File: config.mk
export PLATFORM = sky130hd
export DESIGN_NAME = spq_port
export DESIGN_NICKNAME = d
export VERILOG_FILES = /design/src/rtl/spq_pkg.sv /design/src/rtl/spq_sync.sv /design/src/rtl/spq_sckgen.sv /design/src/rtl/spq_shifter.sv /design/src/rtl/spq_port.sv
export SDC_FILE = /design/constraint.sdc
export NUM_CORES = 1
export LEC_CHECK = 0
export ABC_AREA = 1
export BUFFER_PORTS_ARGS = -buffer_cell sky130_fd_sc_hd__buf_2
export CAP_MARGIN = 10
export CORE_MARGIN = 2
export CORE_UTILIZATION = 55
export CTS_CLUSTER_DIAMETER = 150
export DETAILED_ROUTE_END_ITERATION = 8
export HOLD_SLACK_MARGIN = 0.08
export PLACE_DENSITY_LB_ADDON = 0.25
export SLEW_MARGIN = 20
export SYNTH_ARGS = -nofsm -noshare
export SYNTH_HDL_FRONTEND = slang
export SYNTH_HIERARCHICAL = 1
export SYNTH_SLANG_ARGS = --single-unit
File: constraint.sdc
create_clock -name clk -period 2.6 [get_ports clk]
set_input_delay 0.13 -clock clk [delete_from_list [all_inputs] [get_ports clk]]
set_output_delay 0.13 -clock clk [all_outputs]
set_load 0.1 [all_outputs]
File: src/rtl/spq_pkg.sv
package spq_pkg;

  typedef enum logic [0:0] {
    M_IDLE = 1'b0,
    M_RUN  = 1'b1
  } mst_state_e;

  typedef struct packed {
    logic sck;
    logic ss_n;
    logic hreq_n;
    logic mosi;
  } pin_sync_t;

  localparam int unsigned PIN_W = $bits(pin_sync_t);

  localparam pin_sync_t PIN_RST = '{sck: 1'b0, ss_n: 1'b1, hreq_n: 1'b1, mosi: 1'b0};

endpackage

File: src/rtl/spq_sync.sv
module spq_sync #(
  parameter int unsigned N      = 4,
  parameter int unsigned STAGES = 2,
  parameter logic [N-1:0] RST_VAL = '0
) (
  input  logic         clk,
  input  logic         rst_n,
  input  logic [N-1:0] d,
  output logic [N-1:0] q
);

  logic [STAGES-1:0][N-1:0] stage_q;

  always_ff @(posedge clk or negedge rst_n) begin
    if (!rst_n) begin
      stage_q <= {STAGES{RST_VAL}};
    end else begin
      stage_q[0] <= d;
      for (int s = 1; s < STAGES; s++) begin
        stage_q[s] <= stage_q[s-1];
      end
    end
  end

  assign q = stage_q[STAGES-1];

endmodule

File: src/rtl/spq_sckgen.sv
module spq_sckgen #(
  parameter int unsigned DIV_W = 8
) (
  input  logic             clk,
  input  logic             rst_n,
  input  logic             run,
  input  logic [DIV_W-1:0] div,
  output logic             sck,
  output logic             rise,
  output logic             fall
);

  logic [DIV_W-1:0] cnt_q, cnt_d;
  logic             sck_q, sck_d;
  logic             tick;

  assign tick = run && (cnt_q >= div);

  always_comb begin
    cnt_d = cnt_q;
    sck_d = sck_q;
    if (!run) begin
      cnt_d = '0;
      sck_d = 1'b0;
    end else if (tick) begin
      cnt_d = '0;
      sck_d = ~sck_q;
    end else begin
      cnt_d = cnt_q + 1'b1;
    end
  end

  always_ff @(posedge clk or negedge rst_n) begin
    if (!rst_n) begin
      cnt_q <= '0;
      sck_q <= 1'b0;
    end else begin
      cnt_q <= cnt_d;
      sck_q <= sck_d;
    end
  end

  assign sck  = sck_q;
  assign rise = tick && !sck_q;
  assign fall = tick && sck_q;

endmodule

File: src/rtl/spq_shifter.sv
module spq_shifter #(
  parameter int unsigned W = 24
) (
  input  logic         clk,
  input  logic         rst_n,
  input  logic         load,
  input  logic [W-1:0] load_word,
  input  logic         clear,
  input  logic         rise,
  input  logic         fall,
  input  logic         din,
  output logic         dout,
  output logic         first,
  output logic         last,
  output logic         mid,
  output logic         done,
  output logic [W-1:0] rx_word
);

  localparam int unsigned CNT_W = (W > 2) ? $clog2(W) : 1;
  localparam logic [CNT_W-1:0] LAST_BIT = CNT_W'(W - 1);

  logic [W-1:0]     sh_q, sh_d;
  logic [W-1:0]     rx_q, rx_d;
  logic [CNT_W-1:0] cnt_q, cnt_d;
  logic             bit_q, bit_d;
  logic             phase_q, phase_d;
  logic             done_q, done_d;

  always_comb begin
    sh_d    = sh_q;
    rx_d    = rx_q;
    cnt_d   = cnt_q;
    bit_d   = bit_q;
    phase_d = phase_q;
    done_d  = 1'b0;
    if (load) begin
      sh_d    = load_word;
      cnt_d   = '0;
      phase_d = 1'b0;
    end else if (clear) begin
      cnt_d   = '0;
      phase_d = 1'b0;
    end else if (rise) begin
      bit_d   = din;
      phase_d = 1'b1;
    end else if (fall && phase_q) begin
      sh_d    = {sh_q[W-2:0], bit_q};
      phase_d = 1'b0;
      if (cnt_q == LAST_BIT) begin
        cnt_d  = '0;
        done_d = 1'b1;
        rx_d   = {sh_q[W-2:0], bit_q};
      end else begin
        cnt_d = cnt_q + 1'b1;
      end
    end
  end

  always_ff @(posedge clk or negedge rst_n) begin
    if (!rst_n) begin
      sh_q    <= '0;
      rx_q    <= '0;
      cnt_q   <= '0;
      bit_q   <= 1'b0;
      phase_q <= 1'b0;
      done_q  <= 1'b0;
    end else begin
      sh_q    <= sh_d;
      rx_q    <= rx_d;
      cnt_q   <= cnt_d;
      bit_q   <= bit_d;
      phase_q <= phase_d;
      done_q  <= done_d;
    end
  end

  assign dout    = sh_q[W-1];
  assign first   = (cnt_q == '0) && !phase_q;
  assign last    = (cnt_q == LAST_BIT) && phase_q;
  assign mid     = !first;
  assign done    = done_q;
  assign rx_word = rx_q;

endmodule

File: src/rtl/spq_port.sv
module spq_port
  import spq_pkg::*;
#(
  parameter int unsigned W           = 24,
  parameter int unsigned DIV_W       = 8,
  parameter int unsigned SYNC_STAGES = 2
) (
  input  logic             clk,
  input  logic             rst_n,
  input  logic             cfg_en,
  input  logic             cfg_master,
  input  logic [1:0]       cfg_req_en,
  input  logic [DIV_W-1:0] cfg_div,
  input  logic             err_clr,
  input  logic             tx_load,
  input  logic [W-1:0]     tx_word,
  output logic [W-1:0]     rx_word,
  output logic             done,
  output logic             bus_err,
  output logic             sck_o,
  output logic             sck_oe,
  input  logic             sck_i,
  output logic             mosi_o,
  output logic             mosi_oe,
  input  logic             mosi_i,
  output logic             miso_o,
  output logic             miso_oe,
  input  logic             miso_i,
  input  logic             ss_n_i,
  output logic             hreq_n_o,
  output logic             hreq_oe,
  input  logic             hreq_n_i
);

  // pin synchronizers
  pin_sync_t        pins_raw, pins_s;
  logic [PIN_W-1:0] pins_q;

  assign pins_raw.sck    = sck_i;
  assign pins_raw.ss_n   = ss_n_i;
  assign pins_raw.hreq_n = hreq_n_i;
  assign pins_raw.mosi   = mosi_i;

  spq_sync #(.N(PIN_W), .STAGES(SYNC_STAGES), .RST_VAL(PIN_RST)) u_sync (
    .clk  (clk),
    .rst_n(rst_n),
    .d    (pins_raw),
    .q    (pins_q)
  );
  assign pins_s = pin_sync_t'(pins_q);

  logic ss_s, hreq_s;
  assign ss_s   = pins_s.ss_n;
  assign hreq_s = pins_s.hreq_n;

  // role decode and slave edge detection
  logic is_mst, is_slv, slv_sel;
  logic sck_prev_q;
  logic s_rise, s_fall;

  assign is_mst  = cfg_en && cfg_master;
  assign is_slv  = cfg_en && !cfg_master;
  assign slv_sel = is_slv && !ss_s;
  assign s_rise  = slv_sel && pins_s.sck && !sck_prev_q;
  assign s_fall  = slv_sel && !pins_s.sck && sck_prev_q;

  // master clock generator
  mst_state_e mst_q, mst_d;
  logic       running;
  logic       m_sck, m_rise, m_fall;

  assign running = (mst_q == M_RUN);

  spq_sckgen #(.DIV_W(DIV_W)) u_sckgen (
    .clk  (clk),
    .rst_n(rst_n),
    .run  (running),
    .div  (cfg_div),
    .sck  (m_sck),
    .rise (m_rise),
    .fall (m_fall)
  );

  // shared shifter
  logic sh_dout, sh_first, sh_last, sh_mid;
  logic sh_rise, sh_fall, sh_din, sh_clear;
  logic load_ok, start;

  assign sh_rise  = is_mst ? m_rise : s_rise;
  assign sh_fall  = is_mst ? m_fall : s_fall;
  assign sh_din   = is_mst ? miso_i : pins_s.mosi;
  assign sh_clear = !cfg_en || (is_slv && ss_s);

  spq_shifter #(.W(W)) u_shift (
    .clk      (clk),
    .rst_n    (rst_n),
    .load     (load_ok),
    .load_word(tx_word),
    .clear    (sh_clear),
    .rise     (sh_rise),
    .fall     (sh_fall),
    .din      (sh_din),
    .dout     (sh_dout),
    .first    (sh_first),
    .last     (sh_last),
    .mid      (sh_mid),
    .done     (done),
    .rx_word  (rx_word)
  );

  // control state
  logic full_q, full_d;
  logic armed_q, armed_d;
  logic err_q, err_d;

  assign start   = is_mst && !running && full_q && armed_q && !hreq_s;
  assign load_ok = tx_load && !running && !sh_mid && !start;

  always_comb begin
    mst_d = mst_q;
    if (!is_mst) begin
      mst_d = M_IDLE;
    end else if (start) begin
      mst_d = M_RUN;
    end else if (running && m_fall && sh_last) begin
      mst_d = M_IDLE;
    end

    full_d = full_q;
    if (start) begin
      full_d = 1'b0;
    end else if (load_ok) begin
      full_d = 1'b1;
    end else if (s_rise && sh_first) begin
      full_d = 1'b0;
    end

    armed_d = armed_q;
    if (start) begin
      armed_d = 1'b0;
    end else if (hreq_s) begin
      armed_d = 1'b1;
    end

    err_d = err_q;
    if (is_mst && !ss_s) begin
      err_d = 1'b1;
    end else if (err_clr) begin
      err_d = 1'b0;
    end
  end

  always_ff @(posedge clk or negedge rst_n) begin
    if (!rst_n) begin
      mst_q      <= M_IDLE;
      full_q     <= 1'b0;
      armed_q    <= 1'b0;
      err_q      <= 1'b0;
      sck_prev_q <= 1'b0;
    end else begin
      mst_q      <= mst_d;
      full_q     <= full_d;
      armed_q    <= armed_d;
      err_q      <= err_d;
      sck_prev_q <= pins_s.sck;
    end
  end

  // pin drivers
  assign sck_o    = m_sck;
  assign sck_oe   = is_mst;
  assign mosi_o   = sh_dout;
  assign mosi_oe  = is_mst;
  assign miso_o   = sh_dout;
  assign miso_oe  = slv_sel;
  assign hreq_n_o = ~full_q;
  assign hreq_oe  = is_slv && (|cfg_req_en);
  assign bus_err  = err_q;

endmodule

==> results of run 1 <==
final cells by class:
type	count	area, µm²
well taps	80	100.1
multi-input cells	306	1570
clock buffers	12	165.2
flip-flops and latches	78	1957
repair buffers	99	641.9
fillers	544	2141
inverters	37	138.9
clock inverters	3	42.54
power by group through the flow:
stage          clock network, mW  registers (mW)  logic [mW]
2_1_floorplan                  0            1.49       0.368
3_3_place_gp                   0            1.46       0.510
3_5_place_dp                   0            1.47       0.520
4_1_cts                    0.969            1.44       0.539
5_1_grt                     1.02            1.46       0.603
6_report                   0.943            1.45       0.542
cells by family after synthesis:
group | Yosys count | synth area share (%)
XOR/XNOR | 6 | 1.377
flip-flops | 78 | 51.26
buffers and inverters | 59 | 8.391
AND/OR/NAND/NOR | 228 | 27.40
AO/OA/AOI/OAI | 59 | 7.965
adder cells (fa/ha/maj) | 11 | 3.605
state kept, by name, summed over array words and instances, names as in the netlist:
signal,cells
u_shift/sh_q,24
armed_q,1
mst_q,1
full_q,1
u_shift/rx_word,24
u_shift/phase_q,1
u_sckgen/sck,1
u_shift/bit_q,1
u_sync/q,4
u_sync/stage_q,4
u_shift/done,1
sck_prev_q,1
u_shift/cnt_q,5
bus_err,1
u_sckgen/cnt_q,8
worst reg2reg max path: stages, from the launching register on:
cell and delay (ns):
sky130_fd_sc_hd__dfrtp_1 0.42, sky130_fd_sc_hd__ha_1 0.28, sky130_fd_sc_hd__nand2_1 0.06, sky130_fd_sc_hd__nor2_1 0.19, sky130_fd_sc_hd__nand4_1 0.10, sky130_fd_sc_hd__nand3_1 0.12, sky130_fd_sc_hd__nand2_1 0.06, sky130_fd_sc_hd__nor2_1 0.14
sky130_fd_sc_hd__nand2_1 0.07, sky130_fd_sc_hd__nand2_1 0.11, sky130_fd_sc_hd__nand3_1 0.15, sky130_fd_sc_hd__nor2_4 0.16, sky130_fd_sc_hd__buf_12 0.14, sky130_fd_sc_hd__buf_8 0.17, sky130_fd_sc_hd__nand3_1 0.09, sky130_fd_sc_hd__nand2_1 0.10
repair_timing:
item,in CTS,in global routing
hold buffers,14,0
gates resized for setup,0,5
hold endpoints to repair,87,0
endpoints found under the setup margin,0,25
buffers inserted,0,1
synthesized netlist by cell type (2+ instances only):
cell / count
sky130_fd_sc_hd__a21oi_1: 3
sky130_fd_sc_hd__buf_4: 8
sky130_fd_sc_hd__buf_6: 6
sky130_fd_sc_hd__buf_8: 2
sky130_fd_sc_hd__clkbuf_1: 5
sky130_fd_sc_hd__dfrtp_1: 74
sky130_fd_sc_hd__dfstp_2: 4
sky130_fd_sc_hd__ha_1: 11
sky130_fd_sc_hd__inv_1: 35
sky130_fd_sc_hd__inv_2: 2
sky130_fd_sc_hd__nand2_1: 130
sky130_fd_sc_hd__nand3_1: 35
sky130_fd_sc_hd__nand3_2: 2
sky130_fd_sc_hd__nand4_1: 4
sky130_fd_sc_hd__nor2_1: 21
sky130_fd_sc_hd__nor2_2: 2
sky130_fd_sc_hd__nor2_4: 5
sky130_fd_sc_hd__o21ai_0: 31
sky130_fd_sc_hd__o21ai_1: 21
sky130_fd_sc_hd__or2_2: 24
sky130_fd_sc_hd__xor2_1: 5
routing by layer:
layer / vias to the layer above / global-route usage (%) / share of wire (%)
met5: - / 0 / 0
met4: 0 / 9.231 / 1.3
met3: 6 / 3.412 / 5.1
met2: 76 / 36.09 / 46
met1: 1447 / 29.42 / 47
li1: 1580 / - / -
worst paths after layout:
check,end,from,cells after the start,slack (ns)
max reg2reg,u_shift/rx_word[2],u_sckgen/cnt_q[6],15,0.19
max,u_shift/rx_word[2],u_sckgen/cnt_q[6],15,0.19
max in group asynchronous,u_shift/sh_q[21],rst_n,3,1.77
min in group asynchronous,u_sckgen/cnt_q[2],rst_n,2,0.26
min,u_shift/sh_q[10],tx_word[10],3,0.09
min reg2reg,u_sync/q[3],u_sync/stage_q[3],0,0.35
==> key figures, run 1 <==
Outcome
  • Outcome: completed

Timing
  • Final hold viol count: 0
  • Tcrit/Tclk final: around 93%
  • Worst-case headroom to the max-slew limit: 56.02%
  • Clock period minus final worst setup slack: approximately 2.4 ns
  • Final clock skew: approximately 0.0052 ns
  • Final max-slew violation count: 0
  • Highest achievable clock rate: slightly above 0.4 GHz
  • Pin slew with the least headroom to its limit: between 0.6 and 0.7 ns
  • Worst Slack Setup Final: roughly 0.19 ns
  • Setup TNS after final layout: 0 ns
  • Setup-failing EPs final: 0
  • Fin Hold WS: 0.09261 ns

Power and ir drop
  • VDD IR max: about 0.00038 V
  • Internal Pwr Total: 2.071 mW
  • Clock network power share: 32.1%
  • Power, Total: 2.934 mW
  • Net switching power of the design: between 800 and 900 µW
  • Fraction of power consumed by sequential logic: slightly below 50%
  • Share of total power in combinational logic: 18.5%
  • Power density over cell area: 635.6 nW/µm²
  • Static leakage: roughly 2.5 nW
  • Switching share of power: 29.41%

Clocking
  • Clock latency of the later-clocked register in the worst-skew pair: approximately 0.34 ns
  • Clock Sinks: between 70 and 80
  • TritonCTS clock tree: done
  • CTS root buf: sky130_fd_sc_hd__clkbuf_8
  • Num CTS Buffers: 9
  • Clock-pin transition on the worst setup and hold timing paths: 0.08 ns
  • H-tree levels: 3
  • Bufs on Longest Clock Path: 2

Hold path
  • Worst Hold Class: in2reg

Cells and area
  • Layout overhead on the synthesized area: 20.91%
  • Final-stage net count: a little under 600
  • Final Core Density: 68.31%
  • Leading cell types in the layout, fill and taps excluded: sky130_fd_sc_hd__nand2_1 (130), sky130_fd_sc_hd__buf_2 (77), sky130_fd_sc_hd__dfrtp_1 (74)
  • Antenna diode count: 0
  • Final cell count without fillers: 615
  • Most common cell after layout, fill and taps aside: sky130_fd_sc_hd__nand2_1
  • Ratio of cells with drive above 1 in the final layout: a little over a quarter
  • Area of all placed cells without fillers: about 4600 µm²

Global routing
  • First-pass GRT wire length: between 10 and 15 mm
  • Tot GR Track Use: 22.12%
  • Antenna violations before repair: 0
  • Via count of the first global-routing pass: around 3000
  • Pin count of the biggest net entering global routing: 79
  • Residual overflow from global routing: 0

Drt
  • Antenna Nets Post-Route: 0
  • WL final: roughly 8.3 mm
  • Iteration count of the initial detailed-routing pass: 4
  • Detailed-route vias per instance: 5.055
  • Routed WL per cell: between 10 and 15 µm
  • DR iter-0 viols: between 150 and 200
  • DR DRC count: 0
  • Via count: ~3100

Synthesis
  • Mapped Area: ~3800 µm²
  • Post-synth top area share: around half
  • Yosys warning count: 6
  • Syn Area/Cell: ~8.7 µm²
  • Synth top area cells: sky130_fd_sc_hd__dfrtp_1 (49%), sky130_fd_sc_hd__nand2_1 (13%), sky130_fd_sc_hd__nand3_1 (4.6%)
  • Library cell occupying the most area in the post-synthesis netlist: sky130_fd_sc_hd__dfrtp_1
  • Asr flop ratio synth: 100.0%
  • Synth unique cells: 32
  • Post-Synthesis Cells: 441
  • Register bit total from synthesis: 78
  • Net count after synthesis: ~500
  • Share of the yosys chip area belonging to registers: approximately 51%
  • Flip-flop cell with the highest count after synthesis: sky130_fd_sc_hd__dfrtp_1
  • Post-synth EDFFs: 0

Setup path
  • Crit path buf inv count: 2
  • Largest stage delay on the critical path: 0.42 ns
  • Data arrival time of the worst path: about 2.7 ns
  • CP cell instances: ha_1, nand2_1, nor2_1, nand4_1, nand3_1, nand2_1, nor2_1, nand2_1, nand2_1, nand3_1, nor2_4, buf_12, buf_8, nand3_1, nand2_1
  • Category of the most critical setup path: reg2reg
  • Startpoint kind of the worst setup timing path: flip-flop
  • Critical Path End Type: flip-flop
  • Critical Path RT: ~2.9 ns
  • Worst Path Max Fanout: 20
  • Max stage delay cell, worst path: sky130_fd_sc_hd__dfrtp_1
  • Critical path's most frequent cell: sky130_fd_sc_hd__nand2_1
  • Kind of cell adding the most delay to the critical path: simple AND/OR/NAND/NOR gates

Place
  • Number of port buffers: slightly below 80
  • RePlAce Congestion: a little over 0.8
  • Placed cell area: approximately 4200 µm²
  • Number of instances in the placed design: around 580
  • Pre-CTS worst setup slack: around 0.29 ns
  • Detailed Place HPWL: 5.181 mm

Die
  • Initial core utilization: between 50% and 60%
  • Io pins: 79
  • Core Region: slightly below 7000 µm²
  • Width of the chip: just under 90 µm
  • Height of the die: just under 90 µm
  • Site row count: 30
  • Area enclosed by the die boundary: 7623 µm²

Job
  • Max-capacitance violation count: 0
Note: power is estimated with default switching activity, not from simulation.
==> run 2, diff against run 1 <==
Settings changed: ABC_AREA 1 to default.
==> run 2 against run 1 <==
The flow now finishes with violations (setup timing). Via count decreased by 17%. Worst setup slack got worse by 0.45 ns. Synthesized cell count fell by 35%. Non-clock buffer count grew 23.
==> key figures, run 2 <==
Outcome
  • Outcome: complete, but fails checks
  • Violated checks: setup timing

Drt
  • Routed WL per cell: 15.83 µm
  • Iteration count of the initial detailed-routing pass: 4
  • Wire length on met3: about 260 µm
  • Top metal layer carrying routed signals: met4
  • DR WL met2: 3.881 mm
  • Via count: about 2600
  • WL final: just under 8 mm
  • DR iter-0 viols: between 100 and 150
  • Post-route met1 wirelength: ~3.5 mm
  • Antenna Nets Post-Route: 0
  • DR DRC count: 0
  • Detailed-route vias per instance: around 5.3

Setup path
  • Startpoint kind of the worst setup timing path: flip-flop
  • Max stage delay cell, worst path: sky130_fd_sc_hd__or4_1
  • Critical path origin: u_sckgen/cnt_q[5]
  • Critical Path RT: roughly 2.9 ns
  • Kind of cell adding the most delay to the critical path: simple AND/OR/NAND/NOR gates
  • Critical Path End Type: flip-flop
  • Worst flop-to-flop path endpoint: u_shift/cnt_q[3]
  • CP cell instances: ha_1, a211oi_1, or2_2, o311ai_4, nor2b_4, a32o_2, nand3b_4, buf_4, buf_6, or4_1, a21oi_2
  • Setup slack of the most critical reg-to-reg path: -0.26 ns
  • Worst Reg-to-Reg Cells: 11
  • Largest stage delay on the critical path: 0.45 ns
  • Category of the most critical setup path: reg2reg
  • Crit path buf inv count: 2
  • Data arrival time of the worst path: between 3 and 4 ns
  • Worst r2r src: u_sckgen/cnt_q[5]
  • Worst Path Max Fanout: 5

Cells and area
  • Area of all placed cells without fillers: 4901 µm²
  • Antenna diode count: 0
  • Leading cell types in the layout, fill and taps excluded: sky130_fd_sc_hd__buf_2 (77), sky130_fd_sc_hd__dfrtp_1 (74), sky130_fd_sc_hd__mux2_2 (49)
  • Most common cell after layout, fill and taps aside: sky130_fd_sc_hd__buf_2
  • Ratio of cells with drive above 1 in the final layout: between 50% and 60%
  • Multi-input combinational cell area: 1752 µm²
  • Layout filler cell count: between 400 and 500
  • Final cell count without fillers: slightly below 500
  • Layout overhead on the synthesized area: 30.05%
  • Final-stage net count: 460
  • Register Area: 1957 µm²

Hold path
  • Worst Hold Class: in2reg
  • Hold Path End: u_shift/sh_q[14]
  • Instance count along the most critical hold path: 3
  • Hold path start: tx_word[14]

Global routing
  • Pin count of the biggest net entering global routing: between 70 and 80
  • Tot GR Track Use: a little over a fifth
  • Via count of the first global-routing pass: around 2700
  • First-pass GRT wire length: approximately 13 mm
  • Antenna violations before repair: 0
  • Residual overflow from global routing: 0

Synthesis
  • Post-synth EDFFs: 0
  • Asr flop ratio synth: 100.0%
  • Share of the yosys chip area belonging to registers: approximately 52%
  • Synth cell count leaders: sky130_fd_sc_hd__dfrtp_1 (74), sky130_fd_sc_hd__mux2_2 (73), sky130_fd_sc_hd__inv_1 (19), sky130_fd_sc_hd__ha_1 (11), sky130_fd_sc_hd__nor2_1 (10)
  • Post-Synthesis Cells: 286
  • Net count after synthesis: between 300 and 400
  • Synth top area cells: sky130_fd_sc_hd__dfrtp_1 (49%), sky130_fd_sc_hd__mux2_2 (22%), sky130_fd_sc_hd__ha_1 (3.7%)
  • Synth unique cells: 50
  • Register bit total from synthesis: between 70 and 80
  • Flip-flop cell with the highest count after synthesis: sky130_fd_sc_hd__dfrtp_1
  • Yosys warning count: 6
  • Library cell occupying the most area in the post-synthesis netlist: sky130_fd_sc_hd__dfrtp_1
  • Post-synth top area share: about half
  • Mapped Area: about 3800 µm²
  • Syn Area/Cell: ~13 µm²
  • Leading cell type by number of instances after synthesis: sky130_fd_sc_hd__dfrtp_1

Power and ir drop
  • Power density over cell area: between 600 and 700 nW/µm²
  • Power, Total: 3.167 mW
  • Static leakage: around 2.6 nW
  • VDD IR max: roughly 0.00047 V

Clocking
  • TritonCTS clock tree: done
  • CTS root buf: sky130_fd_sc_hd__clkbuf_8
  • Num CTS Buffers: 9
  • Bufs on Longest Clock Path: 2
  • Clock Sinks: 78
  • Clock latency of the later-clocked register in the worst-skew pair: roughly 0.34 ns
  • Clock-pin transition on the worst setup and hold timing paths: approximately 0.090 ns
  • H-tree levels: 3

Place
  • Placed cell area: 4504 µm²
  • Number of instances in the placed design: about 460
  • Detailed Place HPWL: around 5.2 mm
  • RePlAce Congestion: 0.8167
  • Number of port buffers: 78

Timing
  • Final max-slew violation count: 0
  • Fin Hold WS: about 0.15 ns
  • Final clock skew: 0.01332 ns
  • Worst-case headroom to the max-slew limit: a little over a third
  • Final hold viol count: 0
  • Setup-failing EPs final: 52
  • Clock period minus final worst setup slack: between 2 and 3 ns
  • Unrepaired setup endpoints after global routing: true
  • Worst Slack Setup Final: -0.2561 ns
  • Pin slew with the least headroom to its limit: 0.9520 ns
  • Tcrit/Tclk final: 109.8%
  • Highest achievable clock rate: between 0.3 and 0.4 GHz

Die
  • Core Region: ~6700 µm²
  • Initial core utilization: 56.09%
  • Site row count: 30
  • Io pins: 79
  • Width of the chip: 86.78 µm
  • Area enclosed by the die boundary: around 7500 µm²
  • Height of the die: 86.78 µm

Job
  • Max-capacitance violation count: 0
run 2: cell types whose count changed after synthesis, sizes merged, moves of 4 or more:
| cell | before | now |
|---|---|---|
| nor2 | 28 | 10 |
| nand2b | 0 | 4 |
| or2 | 24 | 2 |
| buf | 17 | 13 |
| o21ai | 52 | 4 |
| inv | 37 | 19 |
| nor3 | 2 | 10 |
| mux2 | 0 | 74 |
| nand3 | 37 | 7 |
| nand2 | 132 | 5 |
run 2: kinds of logic (layout without fill, tap and decap cells):
group / count (synthesis) / after routing / synth area share (%)
DFF: 78 / 78 / 51.93
xor gates and xnor gates: 8 / 8 / 1.859
buffers and inverters: 34 / 157 / 5.179
adders and majority gates: 11 / 11 / 3.652
muxes: 75 / 75 / 22.48
AOI/OAI and AO/OA: 22 / 22 / 5.313
and+or+nand+nor: 58 / 58 / 9.596
run 2: tightest hold or removal path: cells and delay by family:
kind / cells / cell delay (ns)
buf+inv: 1 / 0.07
mux: 2 / 0.25
run 2: per-layer routing:
metal,track usage [%],up-vias
met5,0,-
met4,7.670,0
met3,4.000,11
met2,36.43,58
met1,29.14,1271
li1,-,1245
run 2: where the power goes:
| part | internal, mW | switching [mW] | total [mW] |
|---|---|---|---|
| registers | 1.38 | 0.137 | 1.52 |
| clock network | 0.446 | 0.428 | 0.874 |
| logic | 0.422 | 0.350 | 0.772 |
run 2: area by class of cell:
| cell class | instances | share of cell area (%) |
|---|---|---|
| Tap cell | 80 | 2.042 |
| Clock inverter | 5 | 1.200 |
| Timing Repair Buffer | 122 | 16.95 |
| Clock buffer | 11 | 2.681 |
| Inverter | 19 | 1.455 |
| Multi-Input combinational cell | 174 | 35.74 |
| Sequential cell | 78 | 39.93 |
run 2: how the worst max path moves through the flow:
stage	slack [ns]	endpoint	cells after the start
floorplan	-0.34	u_shift/rx_word[10]	11
global placement	-0.13	u_shift/rx_word[12]	11
detailed placement	-0.22	u_shift/rx_word[6]	11
CTS	-0.20	u_shift/rx_word[0]	11
global route	-0.37	u_shift/cnt_q[3]	12
finish	-0.26	u_shift/cnt_q[3]	11
run 2: through the flow:
step	utilization (%)	setup slack [ns]	TNS [ns]
2_1_floorplan	-	-0.3397	-13.89
3_3_place_gp	67.04	-0.1261	-4.311
3_5_place_dp	67.04	-0.2198	-8.609
4_1_cts	72.48	-0.1991	-8.400
5_1_grt	72.94	-0.3719	-15.92
6_report	72.94	-0.2561	-9.530
run 2: timing repair:
item	in CTS	in global routing
setup buffers	6	0
endpoints found under the setup margin	50	53
gates cloned	2	0
gates resized for setup	5	8
hold endpoints to repair	79	0
hold buffers	6	0
